<file path="src/rtl/bcd_cnt_pkg.sv">
package bcd_cnt_pkg;
  localparam int DIG_W = 4;
  typedef logic [DIG_W-1:0] bcd_t;
  localparam bcd_t BCD_TOP = 4'd9;
  localparam bcd_t BCD_BOT = 4'd0;
endpackage

</file>
<file path="src/rtl/bcd_edge_sync.sv">
module bcd_edge_sync #(
  parameter int STAGES = 2
) (
  input  logic clk,
  input  logic rst_n,
  input  logic async_in,
  output logic rise
);
  logic [STAGES:0] sh_q;
  logic [STAGES:0] sh_nxt;

  always_comb begin
    sh_nxt = {sh_q[STAGES-1:0], async_in};
  end

  always_ff @(posedge clk or negedge rst_n) begin
    if (!rst_n) sh_q <= '0;
    else        sh_q <= sh_nxt;
  end

  assign rise = sh_q[STAGES-1] & ~sh_q[STAGES];
endmodule

</file>
<file path="src/rtl/bcd_decade.sv">
module bcd_decade
  import bcd_cnt_pkg::*;
(
  input  logic clk,
  input  logic rst_n,
  input  logic clr,
  input  logic load,
  input  bcd_t load_val,
  input  logic step,
  input  logic up,
  output bcd_t digit,
  output logic term
);
  bcd_t dig_q;
  bcd_t dig_nxt;
  logic dig_en;

  always_comb begin
    dig_en  = clr | load | step;
    dig_nxt = dig_q;
    if (clr)       dig_nxt = BCD_BOT;
    else if (load) dig_nxt = load_val;
    else if (step) begin
      if (up) dig_nxt = (dig_q >= BCD_TOP) ? BCD_BOT : dig_q + 4'd1;
      else    dig_nxt = (dig_q == BCD_BOT) ? BCD_TOP : dig_q - 4'd1;
    end
  end

  always_ff @(posedge clk or negedge rst_n) begin
    if (!rst_n)      dig_q <= BCD_BOT;
    else if (dig_en) dig_q <= dig_nxt;
  end

  assign digit = dig_q;
  assign term  = up ? (dig_q >= BCD_TOP) : (dig_q == BCD_BOT);
endmodule

</file>
<file path="src/rtl/bcd_updown_counter.sv">
module bcd_updown_counter
  import bcd_cnt_pkg::*;
#(
  parameter int   NDIG      = 4,
  parameter int   SYNC_STG  = 2,
  parameter bcd_t CLR_CARRY = 4'd6
) (
  input  logic              clk,
  input  logic              rst_n,
  input  logic              cnt_in,
  input  logic              up_dn,
  input  logic              store_n,
  input  logic              clr_n,
  input  logic [NDIG-1:0]   ld_cnt,
  input  logic [NDIG-1:0]   ld_reg,
  input  logic [3:0]        din,
  output logic [4*NDIG-1:0] count_val,
  output logic [4*NDIG-1:0] reg_val,
  output logic [4*NDIG-1:0] disp_val,
  output logic              carry,
  output logic              eq_n,
  output logic              zero_n
);
  localparam int W = NDIG * DIG_W;
  localparam logic [W-1:0] ALL_NINE = {NDIG{BCD_TOP}};

  logic          rise;
  logic          clr;
  logic          ld_any;
  logic          step;
  logic [NDIG:0] en;
  logic [NDIG-1:0] term;
  logic [W-1:0]  cnt;
  logic [W-1:0]  reg_q;
  logic [W-1:0]  disp_q;
  logic [W-1:0]  disp_nxt;
  logic          carry_q;
  logic          carry_nxt;

  bcd_edge_sync #(.STAGES(SYNC_STG)) u_sync (
    .clk(clk), .rst_n(rst_n), .async_in(cnt_in), .rise(rise)
  );

  always_comb begin
    clr    = ~clr_n;
    ld_any = |ld_cnt;
    step   = rise & ~clr & ~ld_any;
  end

  assign en[0] = step;

  for (genvar i = 0; i < NDIG; i++) begin : g_dig
    bcd_t reg_nxt;

    bcd_decade u_dec (
      .clk(clk), .rst_n(rst_n), .clr(clr), .load(ld_cnt[i]),
      .load_val(din), .step(en[i]), .up(up_dn),
      .digit(cnt[DIG_W*i +: DIG_W]), .term(term[i])
    );
    assign en[i+1] = en[i] & term[i];

    always_comb begin
      reg_nxt = clr ? BCD_BOT : din;
    end

    always_ff @(posedge clk or negedge rst_n) begin
      if (!rst_n)         reg_q[DIG_W*i +: DIG_W] <= BCD_BOT;
      else if (ld_reg[i]) reg_q[DIG_W*i +: DIG_W] <= reg_nxt;
    end

    assert_regclr_R8: assert property (@(posedge clk) disable iff (!rst_n)
      ($past(ld_reg[i]) && !$past(clr_n)) |-> (reg_q[DIG_W*i +: DIG_W] == BCD_BOT));

    assert_ldcnt_R9: assert property (@(posedge clk) disable iff (!rst_n)
      ($past(ld_cnt[i]) && $past(clr_n)) |-> (cnt[DIG_W*i +: DIG_W] == $past(din)));
  end

  always_comb begin
    carry_nxt = clr ? (cnt[W-1 -: DIG_W] >= CLR_CARRY) : en[NDIG];
    disp_nxt  = cnt;
  end

  always_ff @(posedge clk or negedge rst_n) begin
    if (!rst_n) carry_q <= 1'b0;
    else        carry_q <= carry_nxt;
  end

  always_ff @(posedge clk or negedge rst_n) begin
    if (!rst_n)        disp_q <= '0;
    else if (!store_n) disp_q <= disp_nxt;
  end

  assign count_val = cnt;
  assign reg_val   = reg_q;
  assign disp_val  = disp_q;
  assign carry     = carry_q;
  assign eq_n      = (cnt != reg_q);
  assign zero_n    = (cnt != '0);

  assert_carry_src_R2: assert property (@(posedge clk) disable iff (!rst_n)
    carry |-> (!$past(clr_n) ||
               ($past(cnt) == ALL_NINE && $past(up_dn)) ||
               ($past(cnt) == '0 && !$past(up_dn))));

  assert_clr_zero_R5: assert property (@(posedge clk) disable iff (!rst_n)
    !$past(clr_n) |-> (cnt == '0));

  assert_clr_nocarry_R5: assert property (@(posedge clk) disable iff (!rst_n)
    (!$past(clr_n) && ($past(cnt[W-1 -: DIG_W]) < CLR_CARRY)) |-> !carry);

  assert_hold_R6: assert property (@(posedge clk) disable iff (!rst_n)
    ($past(clr_n) && !$past(rise) && ($past(ld_cnt) == '0)) |-> $stable(cnt));

  assert_latch_R7: assert property (@(posedge clk) disable iff (!rst_n)
    !$past(store_n) |-> (disp_val == $past(cnt)));

  assert_latch_hold_R7: assert property (@(posedge clk) disable iff (!rst_n)
    $past(store_n) |-> $stable(disp_val));

  assert_load_nocarry_R10: assert property (@(posedge clk) disable iff (!rst_n)
    ($past(clr_n) && ($past(ld_cnt) != '0)) |-> !carry);
endmodule

</file>
<file path="config.mk">
export PLATFORM = sky130hd
export DESIGN_NAME = bcd_updown_counter
export DESIGN_NICKNAME = d
export VERILOG_FILES = /design/src/rtl/bcd_cnt_pkg.sv /design/src/rtl/bcd_edge_sync.sv /design/src/rtl/bcd_decade.sv /design/src/rtl/bcd_updown_counter.sv
export SDC_FILE = /design/constraint.sdc
export NUM_CORES = 1
export LEC_CHECK = 0
export BUFFER_PORTS_ARGS = -buffer_cell sky130_fd_sc_hd__buf_2
export CORE_ASPECT_RATIO = 0.75
export CORE_MARGIN = 3
export CORE_UTILIZATION = 34
export DETAILED_ROUTE_END_ITERATION = 8
export GPL_ROUTABILITY_DRIVEN = 0
export HOLD_SLACK_MARGIN = 0.1
export PLACE_DENSITY = 0.61
export REMOVE_ABC_BUFFERS = 1
export SETUP_SLACK_MARGIN = 0.4
export SYNTH_ARGS = -nofsm -noshare
export SYNTH_HDL_FRONTEND = slang
export SYNTH_HIERARCHICAL = 1
export SYNTH_SLANG_ARGS = --single-unit
export TNS_END_PERCENT = 20
</file>
<file path="constraint.sdc">
create_clock -name clk -period 3.17 [get_ports clk]
set_input_delay 0.1585 -clock clk [delete_from_list [all_inputs] [get_ports clk]]
set_output_delay 0.1585 -clock clk [all_outputs]
set_load 0.05 [all_outputs]
</file>
---- Yosys cells after proc, flatten, opt, wreduce, memory -nomap -nowiden ----
Index checks and enable logic that the tools add are counted.
operators by class
  magnitude comparators ................... 5
  reductions and logical operators ........ 10
  add/subtract/negate cells ............... 8
  eq/ne operators ......................... 5
  multiplexer cells ....................... 30
  bitwise logic cells ..................... 18
operators by type and width
  cell                 number
  $mux 4               25
  $add 4x1->4 const B  4
  $ge 4x4->1 const B   4
  $logic_not 4->1      4
  $ne 16x16->1         1
  $reduce_bool 16->1   1
  $sub 4x1->4 const B  4
  $ne 3x1->1 const B   4
  $or 1x1->1           8
  $reduce_and 2->1     4
  $and 1x1->1          7
  $mux 1               5
  $ge 4x3->1 const B   1
  $reduce_or 4->1      1
  $not 1->1            3
storage, ports and cells
  output and inout bits ................... 51
  register bits ........................... 52
  word-level logic and storage cells ...... 87
  input bits .............................. 18

---- Longest topological paths before layout ----
Gate-level depths: netlist of the first run.
  word-level depth ........................ 10
  mapped depth ............................ 12
  depth with buffers taken out ............ 12

---- By module ----
Netlist of the first run, hierarchy kept.
by module, submodules not included
  module              sequential area each (sq um)  instances  cells an instance  area each (sq um)
  bcd_decade          100.1                         4          53                 447.9
  bcd_updown_counter  825.8                         1          108                1503.9
  bcd_edge_sync       75.1                          1          4                  88.8

---- Worst setup path after synthesis of the first run ----
No wires, ideal clock.
  path kind ............................... reg2reg
  start point ............................. register g_dig[0].u_dec.dig_q[0]
  end point ............................... register g_dig[3].u_dec.dig_q[3]
  setup slack ............................. 0.577 ns
  setup time .............................. 0.085 ns
  arrival time ............................ 2.508 ns
  path buffers ............................ 0
  period minus slack after synthesis ...... 2.593 ns
  required time ........................... 3.085 ns
  stages on the path, launching flop included .. 13
  cell sequence ........................... dfrtp_1 > inv_1 > ha_1 > or3b_4 > nand3_2 > o41ai_1 > nand3_2 > inv_2 > and3_1 > mux2i_1 > a211oi_1 > o311ai_1 > o21ai_0
on the way
  cells in the longest elaborated chain, start to end .. 7
  elaborated cells on any way between the ends .. 9
  classes of those cells .................. 1 x order compare; 1 x eq/ne; 1 x mux; 4 x bitwise; 2 x reduce/logical
RTL lines
  what                                                              line                      source
  start, declared                                                   bcd_decade.sv:14          bcd_t dig_q;
  start signal, assigned                                            bcd_decade.sv:31          else if (dig_en) dig_q <= dig_nxt;
  $ge 4x4->1 / $logic_not 4->1 (equally long branches)              bcd_decade.sv:35          assign term = up ? (dig_q >= BCD_TOP) : (dig_q == BCD_BOT);
  $mux 1 (*)                                                        bcd_decade.sv:35
  via term[0]                                                       bcd_updown_counter.sv:32  logic [NDIG-1:0] term;
  $and 1x1->1 (*)                                                   bcd_updown_counter.sv:60  assign en[i+1] = en[i] & term[i];
  via en[1]                                                         bcd_updown_counter.sv:31  logic [NDIG:0] en;
  $and 1x1->1 (*) (2 in series)                                     bcd_updown_counter.sv:60
  via en[3]                                                         bcd_updown_counter.sv:31
  $ne 3x1->1 (no source line) / $or 1x1->1 (equally long branches)  -
  $reduce_and 2->1 (no source line) (*)                             -
  end signal, assigned                                              bcd_decade.sv:31
  end, declared                                                     bcd_decade.sv:14
Mark *: on every way through the listed nets, which the timed path passes. The rest lies on a longest branch.
A chain may end at the register's enable or synchronous reset.

---- Final worst setup path of the first run ----
Ends and elaborated chain as after synthesis.

==> impl_results.md, run 1 <==
* Status: finished, final reports clean
* Largest net degree at the start of global routing at 37
* Hold Path Sink: reg_val[5]$_DFFE_PN0P_
* Synth Register Bits at 52
* Max VDD drop at 220.7 uV
* Max FO, Critical Path at 11
* Slew Viols, Final at 0
* Syn. warnings at 6
* Core outline area at 9346 um^2
* Dpl hpwl at 6472 um
* Dpl cell area at 3795 um^2
* Design area at 3971 um^2
* Multi-input logic area at 1911 um^2
* R2r endpoint: g_dig[3].u_dec/digit[3]$_DFFE_PN0P_
* Worst skew pair latency at 0.30 ns
* Post-synth EDFFs at 0
* Fin crit share at 82.29%
* Clock tree buffer depth at 2
* P&R area growth vs syn at 17.34%
* Number of cell rows at 30
* Fmax at 383.3 MHz
* # H-tree levels at 2
* Fill cells at 885
* CTS clock-pin slew for the worst setup and hold paths at 0.07 ns
* R2r setup slk at 0.56 ns
* Hold crit path type: primary input to flop
* Sequential element share of the synthesized area at 38.45%
* Total GRT Usage at 15.72%
* Cells after synthesis at 324
* Die X-Extent at 121.2 um
* Power per cell area at 469.4 nW/um^2
* Crit end category: flop
* Fin Setup TNS at 0 ns
* Util after Layout at 42.49%
* Port bufs at 68
* Pre-CTS setup slack at 0.5717 ns
* Nets@finish at 420
* WS Path Type: flop to flop
* Drt first pass iters at 4
* CP delay by family, top: simple AND/OR/NAND/NOR gates
* R2r startpoint: g_dig[0].u_dec/digit[0]$_DFFE_PN0P_
* Die Area at 11200 um^2
* CTS Buf Count at 5
* Worst path cell trace: inv_1 > ha_1 > or3b_4 > nand3_2 > o41ai_1 > nand3_2 > inv_2 > and3_1 > mux2i_1 > a211oi_1 > o311ai_1 > o21ai_0
* Yosys top cell by area: dfrtp_1
* CTS tree: built
* Synth Cell Area at 3384 um^2
* Flip-flop and latch area at 1301 um^2
* Worst R2R Path Depth at 12
* Hold depth at 2
* Vias in the first global route at 2620
* Initial antenna violation count at 0
* RSZ-0062 raised after global routing: false
* Routed WL at 8885 um
* Initial core utilization at 36.21%
* Area contributors post-synth: dfrtp_1, mux2_2, ha_1, xor2_1, a21oi_1
* Vias at 2766
* Endpoints failing setup at 0
* Netlist cell types at 43
* CP max stage cell: dfrtp_1
* Synth cell count leaders: dfrtp_1, mux2_2, a21oi_1
* Die height at 92.41 um
* Clk_skew at 0.007719 ns
* Most common cell in the synthesized netlist: dfrtp_1
* Max-cap violation count at 0
* Crit path DAT at 2.82 ns
* CP max stage delay at 0.57 ns
* WP buf/inv at 2
* Avg Cell Area, Syn at 10.45 um^2
* Hold path start: ld_reg[1]
* Routed length per placed instance at 17.25 um
* Iteration-0 DRC Markers at 248
* I/O pin count at 69
* Startpoint types: flop
* Ys async rst share at 100.0%
* First-pass GRT wire length at 13970 um
* Clk root buf: clkbuf_16
* WP data required at 3.38 ns
* Synth top area share at 38.45%
* Grt total ovfl at 0
* DRC Markers at 0
* Final min period at 2.609 ns
* Layout cells sized above 1 at 37.47%
* CP dominant cell by count: nand3_2
* Ys flop type: dfrtp_1
* ANT nets after route at 0
* Number of diodes at 0
* Static Leak at 1.891 nW
* Clk sinks at 52
* Slew HR at 43.58%
* Worst Setup Slack, final at 0.5614 ns
* Slew @ Worst Pin at 0.8463 ns
* Drt via density at 5.371
* Hold Vio Cnt, Final at 0
worst register-to-register path: stages (launching register included):
cell and delay [ns]:
dfrtp_1 0.57, inv_1 0.16, ha_1 0.25, or3b_4 0.24, nand3_2 0.11, o41ai_1 0.13
nand3_2 0.13, inv_2 0.14, and3_1 0.26, mux2i_1 0.10, a211oi_1 0.22, o311ai_1 0.13
o21ai_0 0.09
sequential cells by signal, summed over array words and instances (netlist names):
register / count
carry: 1
disp_val: 16
g_dig.u_dec/digit: 16
reg_val: 16
u_sync/sh_q: 3
how the worst max path moves through the flow:
stage,startpoint,endpoint,cells after the start,slack (ns)
after floorplan,g_dig[0].u_dec/digit[0]$_DFFE_PN0P_,g_dig[3].u_dec/digit[3]$_DFFE_PN0P_,12,0.53
after global placement,g_dig[0].u_dec/digit[1]$_DFFE_PN0P_,g_dig[3].u_dec/digit[3]$_DFFE_PN0P_,12,0.63
after detailed placement,g_dig[0].u_dec/digit[0]$_DFFE_PN0P_,g_dig[3].u_dec/digit[3]$_DFFE_PN0P_,12,0.57
after CTS,g_dig[0].u_dec/digit[0]$_DFFE_PN0P_,g_dig[3].u_dec/digit[3]$_DFFE_PN0P_,12,0.56
after global routing,g_dig[0].u_dec/digit[0]$_DFFE_PN0P_,g_dig[3].u_dec/digit[3]$_DFFE_PN0P_,12,0.41
final,g_dig[0].u_dec/digit[0]$_DFFE_PN0P_,g_dig[3].u_dec/digit[3]$_DFFE_PN0P_,12,0.56
where the power goes:
| group | switching [mW] | leakage [nW] | internal, mW |
|---|---|---|---|
| registers | 0.0756 | 0.679 | 0.714 |
| clock network | 0.254 | 0.0660 | 0.294 |
| logic | 0.355 | 1.15 | 0.171 |
| total | 0.685 | 1.89 | 1.18 |
what timing repair did:
item | CTS | global route
hold buffers | 2 | 0
resized for setup | 0 | 1
setup endpoints to repair | 0 | 1
setup buffers | 0 | 0
endpoints found under the hold margin | 36 | 0
cell type report:
| type | instances | share of cell area (%) |
|---|---|---|
| clock inverter | 3 | 0.5986 |
| clock buffer | 5 | 3.151 |
| sequential | 52 | 32.77 |
| inverter | 18 | 1.701 |
| multi-input combinational | 236 | 48.11 |
| tap | 128 | 4.033 |
| timing repair buffer | 73 | 9.641 |
metal layers:
| metal | global-route usage, % | vias to the layer above | share of wire [%] |
|---|---|---|---|
| met5 | 0 | - | 0 |
| met4 | 3.265 | 0 | 1.1 |
| met2 | 23.30 | 93 | 43 |
| met1 | 23.55 | 1337 | 49 |
| li1 | - | 1324 | - |
| met3 | 3.297 | 12 | 7.0 |
placed cells by master, fill, tap and decap left out, drive strengths merged, types with 5 or more instances in the layout:
cell type / synthesis / layout
nand2: 8 / 8
inv: 18 / 18
buf: 14 / 71
nor4: 12 / 12
nor2b: 5 / 5
nor2: 13 / 13
xor2: 16 / 16
clkbuf: 4 / 5
a21oi: 25 / 25
ha: 16 / 16
o31ai: 8 / 8
and2: 6 / 6
dfrtp: 52 / 52
nand3: 9 / 9
mux2: 32 / 32
o21ai: 8 / 8
nor3b: 8 / 8
metrics by stage:
step / power (mW) / cells / hold slack, ns
2_1_floorplan: 1.157 / 306 / -0.1371
4_1_cts: 1.889 / 515 / 0.1734
5_1_grt: 1.956 / 515 / 0.1779
3_3_place_gp: 1.323 / 505 / 0.2691
3_5_place_dp: 1.327 / 505 / 0.2678
6_report: 1.864 / 515 / 0.1724
cell families after synthesis:
family,count (synthesis),share of synthesized area (%)
simple gates,94,18.19
compound gates,74,16.16
flops,52,38.45
buf+inv,36,5.323
mux,36,11.83
xor+xnor,16,4.140
fa+ha+maj,16,5.915
(Power assumes the default switching activity.)
==> run 2, diff against run 1 <==
- ABC_AREA: unset -> 1
- clock period: 3.17 -> 2.55 ns (I/O delays scaled with it)
==> run 2 against run 1 <==
  * Non-clock buffer count rose by 7
  * Synthesized area up 3.4%
  * Via count is 21% higher
  * Worst setup slack improved by 0.017 ns
  * Cell area up 8.4%
  * Routed wire length rose by 5.0%
  * Clock power increased by 75%
  * Largest power group unchanged
==> impl_results.md, run 2 <==
* Status: finished, final reports clean (unchanged)
* Dpl cell area at 4036 um^2 (was 3795 um^2)
* Initial core utilization at 35.51% (was 36.21%)
* Netlist cell types at 25 (was 43)
* Startpoint types: flop (unchanged)
* Avg Cell Area, Syn at 6.969 um^2 (was 10.45 um^2)
* Area contributors post-synth: dfrtp_1, nand2_1, inv_1, nor2_1, ha_1 (was dfrtp_1, mux2_2, ha_1, xor2_1, a21oi_1)
* Pre-CTS setup slack at 0.5124 ns (was 0.5717 ns)
* Initial antenna violation count at 0 (unchanged)
* Max VDD drop at 318.3 uV (was 220.7 uV)
* Placed Cells at 705 (was 505)
* Clk_skew at 0.007323 ns (was 0.007719 ns)
* Most frequent cells in the layout: nand2_1, buf_2, inv_1, nor2_1, dfrtp_1 (was buf_2, dfrtp_1, mux2_2, a21oi_1, inv_1)
* Final non-filler cell total at 719 (was 515)
* Commonest non-fill, non-tap cell in the layout: nand2_1 (was buf_2)
* Number of cell rows at 31 (was 30)
* Design area at 4304 um^2 (was 3971 um^2)
* Port bufs at 68 (unchanged)
* Drt via density at 4.651 (was 5.371)
* Fin Setup TNS at 0 ns (unchanged)
* Max-cap violation count at 0 (unchanged)
* Ys flop type: dfrtp_1 (unchanged)
* Synth Cell Area at 3498 um^2 (was 3384 um^2)
* Slew Viols, Final at 0 (unchanged)
* Synth Register Bits at 52 (unchanged)
* Net Sw Frac at 37.21% (was 36.72%)
* # H-tree levels at 2 (unchanged)
* Die X-Extent at 123.1 um (was 121.2 um)
* Final min period at 1.972 ns (was 2.609 ns)
* Total GRT Usage at 16.67% (was 15.72%)
* Fin crit share at 77.33% (was 82.29%)
* Power per cell area at 684.2 nW/um^2 (was 469.4 nW/um^2)
* Util after Layout at 43.69% (was 42.49%)
* Seq pwr share at 34.4% (was 42.4%)
* WS Path Type: flop to flop (unchanged)
* Fmax at 507.1 MHz (was 383.3 MHz)
* Internal power at 1.849 mW (was 1.180 mW)
* CTS clock-pin slew for the worst setup and hold paths at 0.07 ns (about the same)
* P&R area growth vs syn at 23.03% (was 17.34%)
* Yosys top cell by area: dfrtp_1 (unchanged)
* Routed WL at 9327 um (was 8885 um)
* Number of diodes at 0 (unchanged)
* Crit end category: flop (unchanged)
* WP data required at 2.78 ns (was 3.38 ns)
* CTS tree: built (unchanged)
* Static Leak at 2.437 nW (was 1.891 nW)
* Drt first pass iters at 4 (unchanged)
* Core outline area at 9852 um^2 (was 9346 um^2)
* Vias at 3344 (was 2766)
* Crit path DAT at 2.20 ns (was 2.82 ns)
* ANT nets after route at 0 (unchanged)
* Routed length per placed instance at 12.97 um (was 17.25 um)
* Vias in the first global route at 3136 (was 2620)
* RSZ-0062 raised after global routing: true (was false)
* Endpoints failing setup at 0 (unchanged)
* Combinational fraction of design power at 33.0% (was 28.2%)
* Clk network pwr share at 32.6% (was 29.4%)
* I/O pin count at 69 (unchanged)
* First-pass GRT wire length at 15380 um (was 13970 um)
* Synth top area share at 37.20% (was 38.45%)
* Hold crit path type: primary input to flop (unchanged)
* Largest net degree at the start of global routing at 53 (was 37)
* Die Area at 11560 um^2 (was 11200 um^2)
* Max FO, Critical Path at 6 (was 11)
* Iteration-0 DRC Markers at 189 (was 248)
* Post-synth EDFFs at 0 (unchanged)
* Synth cell count leaders: nand2_1, inv_1, nor2_1 (was dfrtp_1, mux2_2, a21oi_1)
* Slew HR at 54.68% (was 43.58%)
* Syn. warnings at 6 (unchanged)
* Clk root buf: clkbuf_16 (unchanged)
* DRC Markers at 0 (unchanged)
* Grt total ovfl at 0 (unchanged)
* Ys async rst share at 100.0% (unchanged)
* Layout cells sized above 1 at 21.98% (was 37.47%)
* Clk sinks at 52 (unchanged)
* Final Power at 2.945 mW (was 1.864 mW)
* Most common cell in the synthesized netlist: nand2_1 (was dfrtp_1)
* Cells after synthesis at 502 (was 324)
* Clock tree buffer depth at 2 (unchanged)
* Hold Vio Cnt, Final at 0 (unchanged)
* Dpl hpwl at 7044 um (was 6472 um)
* Nets@finish at 620 (was 420)
* Sequential element share of the synthesized area at 37.20% (was 38.45%)
* Sw Pwr at 1.096 mW (was 684.6 uW)
* Worst hold margin at 0.1886 ns (was 0.1724 ns)
* Slew @ Worst Pin at 0.6798 ns (was 0.8463 ns)
* Die height at 93.85 um (was 92.41 um)
* Worst Setup Slack, final at 0.5780 ns (was 0.5614 ns)
* Worst skew pair latency at 0.29 ns (was 0.30 ns)
* CTS Buf Count at 5 (unchanged)
==> run 2: path summary, 6_finish.rpt <==
kind	endpoint	from	depth (start not counted)	slack [ns]
min	reg_val[6]$_DFFE_PN0P_	ld_reg[1]	4	0.19
max in group asynchronous	g_dig[0].u_dec/digit[1]$_DFFE_PN0P_	rst_n	3	1.56
min reg2reg	u_sync/sh_q[1]$_DFF_PN0_	u_sync/sh_q[0]$_DFF_PN0_	0	0.35
min in group asynchronous	disp_val[6]$_DFFE_PN0N_	rst_n	3	0.51
max	g_dig[3].u_dec/digit[3]$_DFFE_PN0P_	g_dig[0].u_dec/digit[0]$_DFFE_PN0P_	15	0.58
max reg2reg	g_dig[3].u_dec/digit[3]$_DFFE_PN0P_	g_dig[0].u_dec/digit[0]$_DFFE_PN0P_	15	0.58
==> run 2: final cells by class <==
class	count	area (um^2)
Timing Repair Buffer	80	435.4
Inverter	74	332.8
Fill cell	1044	5548
Sequential cell	52	1304
Tap cell	132	165.2
Multi-Input combinational cell	373	1852
Clock buffer	5	125.1
Clock inverter	3	90.09
==> run 2: layer usage <==
layer	part of all wire (%)	vias to the layer above	wire (um)	track usage, %
met4	0.42	0	39	2.673
met3	4.7	4	438	2.830
met5	0	-	0	0
met1	49	1541	4558	23.33
met2	46	76	4290	27.45
li1	-	1723	-	-
==> run 2: power by group through the flow <==
stage / clock, mW / combinational (mW) / sequential (mW)
floorplan: 0 / 0.416 / 1.30
global placement: 0 / 0.949 / 1.03
detailed placement: 0 / 0.959 / 1.03
CTS: 0.981 / 0.966 / 1.01
global route: 1.02 / 1.08 / 1.03
finish: 0.961 / 0.972 / 1.01
==> run 2: critical path, cell delays in order (launching register included) <==
cell     delay (ns)
dfrtp_2        0.45
inv_2          0.11
ha_1           0.18
inv_1          0.05
nor2_2         0.14
nand3_1        0.14
nand2_1        0.09
inv_1          0.07
nor2_4         0.12
and3_1         0.16
nor2_1         0.04
nand2_1        0.06
nand2_1        0.10
nor2_1         0.10
nand2_1        0.06
nand2_1        0.05
==> run 2: cell families after synthesis <==
logic type	Yosys count	synth area share, %
compound gates	43	6.652
xor+xnor	9	2.253
fa+ha+maj	16	5.722
buf+inv	77	9.871
flops	52	37.20
mux	2	0.6437
simple gates	303	37.66
==> run 2: repair_timing <==
action                                 in CTS  in global routing
setup endpoints to repair                   0                  8
resized for setup                           0                  4
buffers inserted                            0                  4
hold buffers                                2                  0
endpoints found under the hold margin      53                  0
==> run 3, diff against run 2 <==
- clock period: 2.55 -> 2 ns (I/O delays scaled with it)
==> run 3 against run 2 <==
  * Worst setup slack got worse by 0.41 ns
  * Die area is the same
  * Combinational power increased by 50%
  * Via count up 5.5%
  * Cell count grew 4.5%
  * Flip-flop and latch count is the same
  * Sequential share of layout area decreased by 2.3 points
  * First-iteration DRC count is 6.9% higher
  * Global-route usage rose by 1.4 points
  * Sequential power up 25%
  * Clock skew is 0.0031 ns lower
==> impl_results.md, run 3 (synthesized netlist as in run 2, its figures left out) <==
* Crit path DAT at 2.06 ns (was 2.20 ns)
* Worst skew pair latency at 0.29 ns (about the same)
* Hold Vio Cnt, Final at 0 (unchanged)
* CP delay by family, top: simple AND/OR/NAND/NOR gates (unchanged)
* Slew Viols, Final at 0 (unchanged)
* WS Path Type: flop to flop (unchanged)
* Commonest non-fill, non-tap cell in the layout: nand2_1 (unchanged)
* Dpl hpwl at 7336 um (was 7044 um)
* Nets@finish at 652 (was 620)
* Die height at 93.85 um (unchanged)
* Number of cell rows at 31 (unchanged)
* Slew @ Worst Pin at 0.5508 ns (was 0.6798 ns)
* Slew HR at 63.28% (was 54.68%)
* Fin crit share at 91.59% (was 77.33%)
* DRC Markers at 0 (unchanged)
* Clk_skew at 0.004232 ns (was 0.007323 ns)
* Die Area at 11560 um^2 (unchanged)
* Layout cells sized above 1 at 31.02% (was 21.98%)
* Routed length per placed instance at 13.56 um (was 12.97 um)
* Drt via density at 4.699 (was 4.651)
* Static Leak at 2.582 nW (was 2.437 nW)
* WP buf/inv at 3 (unchanged)
* Port bufs at 68 (unchanged)
* P&R area growth vs syn at 33.01% (was 23.03%)
* Hold crit path type: primary input to flop (unchanged)
* Max FO, Critical Path at 4 (was 6)
* Iteration-0 DRC Markers at 202 (was 189)
* Worst hold margin at 0.1550 ns (was 0.1886 ns)
* Final min period at 1.832 ns (was 1.972 ns)
* Dpl cell area at 4146 um^2 (was 4036 um^2)
* Worst path cell trace: inv_2 > ha_4 > inv_4 > nor2_4 > nand3_2 > nand2_2 > inv_2 > nor2_4 > and3_4 > nor2_2 > nand2_2 > nand2_4 > nor2_1 > nand2_1 > nand2_1 (was inv_2 > ha_1 > inv_1 > nor2_2 > nand3_1 > nand2_1 > inv_1 > nor2_4 > and3_1 > nor2_1 > nand2_1 > nand2_1 > nor2_1 > nand2_1 > nand2_1)
* Power per cell area at 773.2 nW/um^2 (was 684.2 nW/um^2)
* Clk root buf: clkbuf_16 (unchanged)
* Clock tree buffer depth at 2 (unchanged)
* # H-tree levels at 2 (unchanged)
* RSZ-0062 raised after global routing: true (unchanged)
* Die X-Extent at 123.1 um (unchanged)
* CTS Buf Count at 5 (unchanged)
* Design area at 4653 um^2 (was 4304 um^2)
* Max-cap violation count at 0 (unchanged)
* Routed WL at 10180 um (was 9327 um)
* First-pass GRT wire length at 16590 um (was 15380 um)
* Initial antenna violation count at 0 (unchanged)
* CP max stage delay at 0.42 ns (was 0.45 ns)
* Max VDD drop at 420.7 uV (was 318.3 uV)
* ANT nets after route at 0 (unchanged)
* Endpoints failing setup at 0 (unchanged)
* Vias in the first global route at 3286 (was 3136)
* Clk sinks at 52 (unchanged)
* Vias at 3529 (was 3344)
* WP data required at 2.23 ns (was 2.78 ns)
* Largest net degree at the start of global routing at 32 (was 53)
* Fmax at 545.9 MHz (was 507.1 MHz)
* CTS clock-pin slew for the worst setup and hold paths at 0.07 ns (about the same)
* Grt total ovfl at 0 (unchanged)
* Core outline area at 9852 um^2 (unchanged)
* Number of diodes at 0 (unchanged)
* Initial core utilization at 35.51% (unchanged)
* Status: finished, final reports clean (unchanged)
* Startpoint types: flop (unchanged)
* I/O pin count at 69 (unchanged)
* Util after Layout at 47.23% (was 43.69%)
* Most frequent cells in the layout: nand2_1, buf_2, inv_1, nor2_1, dfrtp_1 (unchanged)
* Total GRT Usage at 18.09% (was 16.67%)
* CTS tree: built (unchanged)
* CP max stage cell: dfrtp_1 (was dfrtp_2)
* Drt first pass iters at 5 (was 4)
* Crit end category: flop (unchanged)
==> run 3: cell count changes in the layout (fill, tap and decap cells not counted), moves of 4 or more <==
cell,before,now
buf_4,10,38
buf_6,0,5
ha_1,16,10
inv_1,64,55
inv_2,6,14
nand2_1,188,183
nor2_1,54,50
==> run 3: per-stage QoR <==
stage	power (mW)	worst slack, ns	setup TNS (ns)	cells
5_1_grt	3.824	0.04910	0	751
2_1_floorplan	2.184	-0.1872	-1.519	499
3_5_place_dp	2.586	0.01269	0	718
3_3_place_gp	2.566	0.1031	0	718
6_report	3.598	0.1681	0	751
4_1_cts	3.591	0.2495	0	749
==> run 3: worst register-to-register path, stage by stage, from the launching register on <==
cell and delay [ns]:
dfrtp_1 0.42, inv_2 0.13, ha_4 0.17, inv_4 0.04, nor2_4 0.10, nand3_2 0.09
nand2_2 0.08, inv_2 0.05, nor2_4 0.12, and3_4 0.19, nor2_2 0.04, nand2_2 0.08
nand2_4 0.07, nor2_1 0.09, nand2_1 0.06, nand2_1 0.05
==> run 3: timing repair <==
action	in CTS	in global routing
cloned	0	0
hold buffers	2	0
pin swaps	11	8
resized for setup	42	10
setup buffers	21	2
setup endpoints to repair	15	18
endpoints found under the hold margin	22	0
==> run 3: final timing paths <==
| check | startpoint | endpoint | slack [ns] | cells after the start |
|---|---|---|---|---|
| worst min-delay path | ld_reg[3] | reg_val[12]$_DFFE_PN0P_ | 0.15 | 4 |
| min in group asynchronous | rst_n | disp_val[5]$_DFFE_PN0N_ | 0.33 | 2 |
| worst max register to register | g_dig[0].u_dec/digit[0]$_DFFE_PN0P_ | g_dig[3].u_dec/digit[2]$_DFFE_PN0P_ | 0.17 | 15 |
| max in group asynchronous | rst_n | g_dig[2].u_dec/digit[3]$_DFFE_PN0P_ | 1.09 | 3 |
| worst min register to register | u_sync/sh_q[0]$_DFF_PN0_ | u_sync/sh_q[1]$_DFF_PN0_ | 0.36 | 0 |
| worst max-delay path | g_dig[0].u_dec/digit[0]$_DFFE_PN0P_ | g_dig[3].u_dec/digit[2]$_DFFE_PN0P_ | 0.17 | 15 |
==> run 3: cell type report <==
| class | instances | area [um^2] |
|---|---|---|
| Clock buffer | 6 | 138.9 |
| Clock inverter | 2 | 10.01 |
| Fill cell | 1034 | 5199 |
| Inverter | 74 | 335.3 |
| Multi-Input combinational cell | 373 | 1988 |
| Sequential cell | 52 | 1304 |
| Tap cell | 132 | 165.2 |
| Timing Repair Buffer | 112 | 711.9 |
==> run 3: power breakdown <==
part           total (mW)  internal (mW)  switching (mW)
Combinational        1.46          0.477           0.985
Sequential           1.26           1.16           0.105
Clock               0.875          0.494           0.381
Total                3.60           2.13            1.47
==> run 3: per-layer routing <==
metal	share of wire, %	up-vias	GRT usage (%)
met5	0	-	0
met4	1.2	0	4.240
met3	5.5	14	2.830
met2	45	96	28.86
met1	48	1627	25.71
li1	-	1792	-
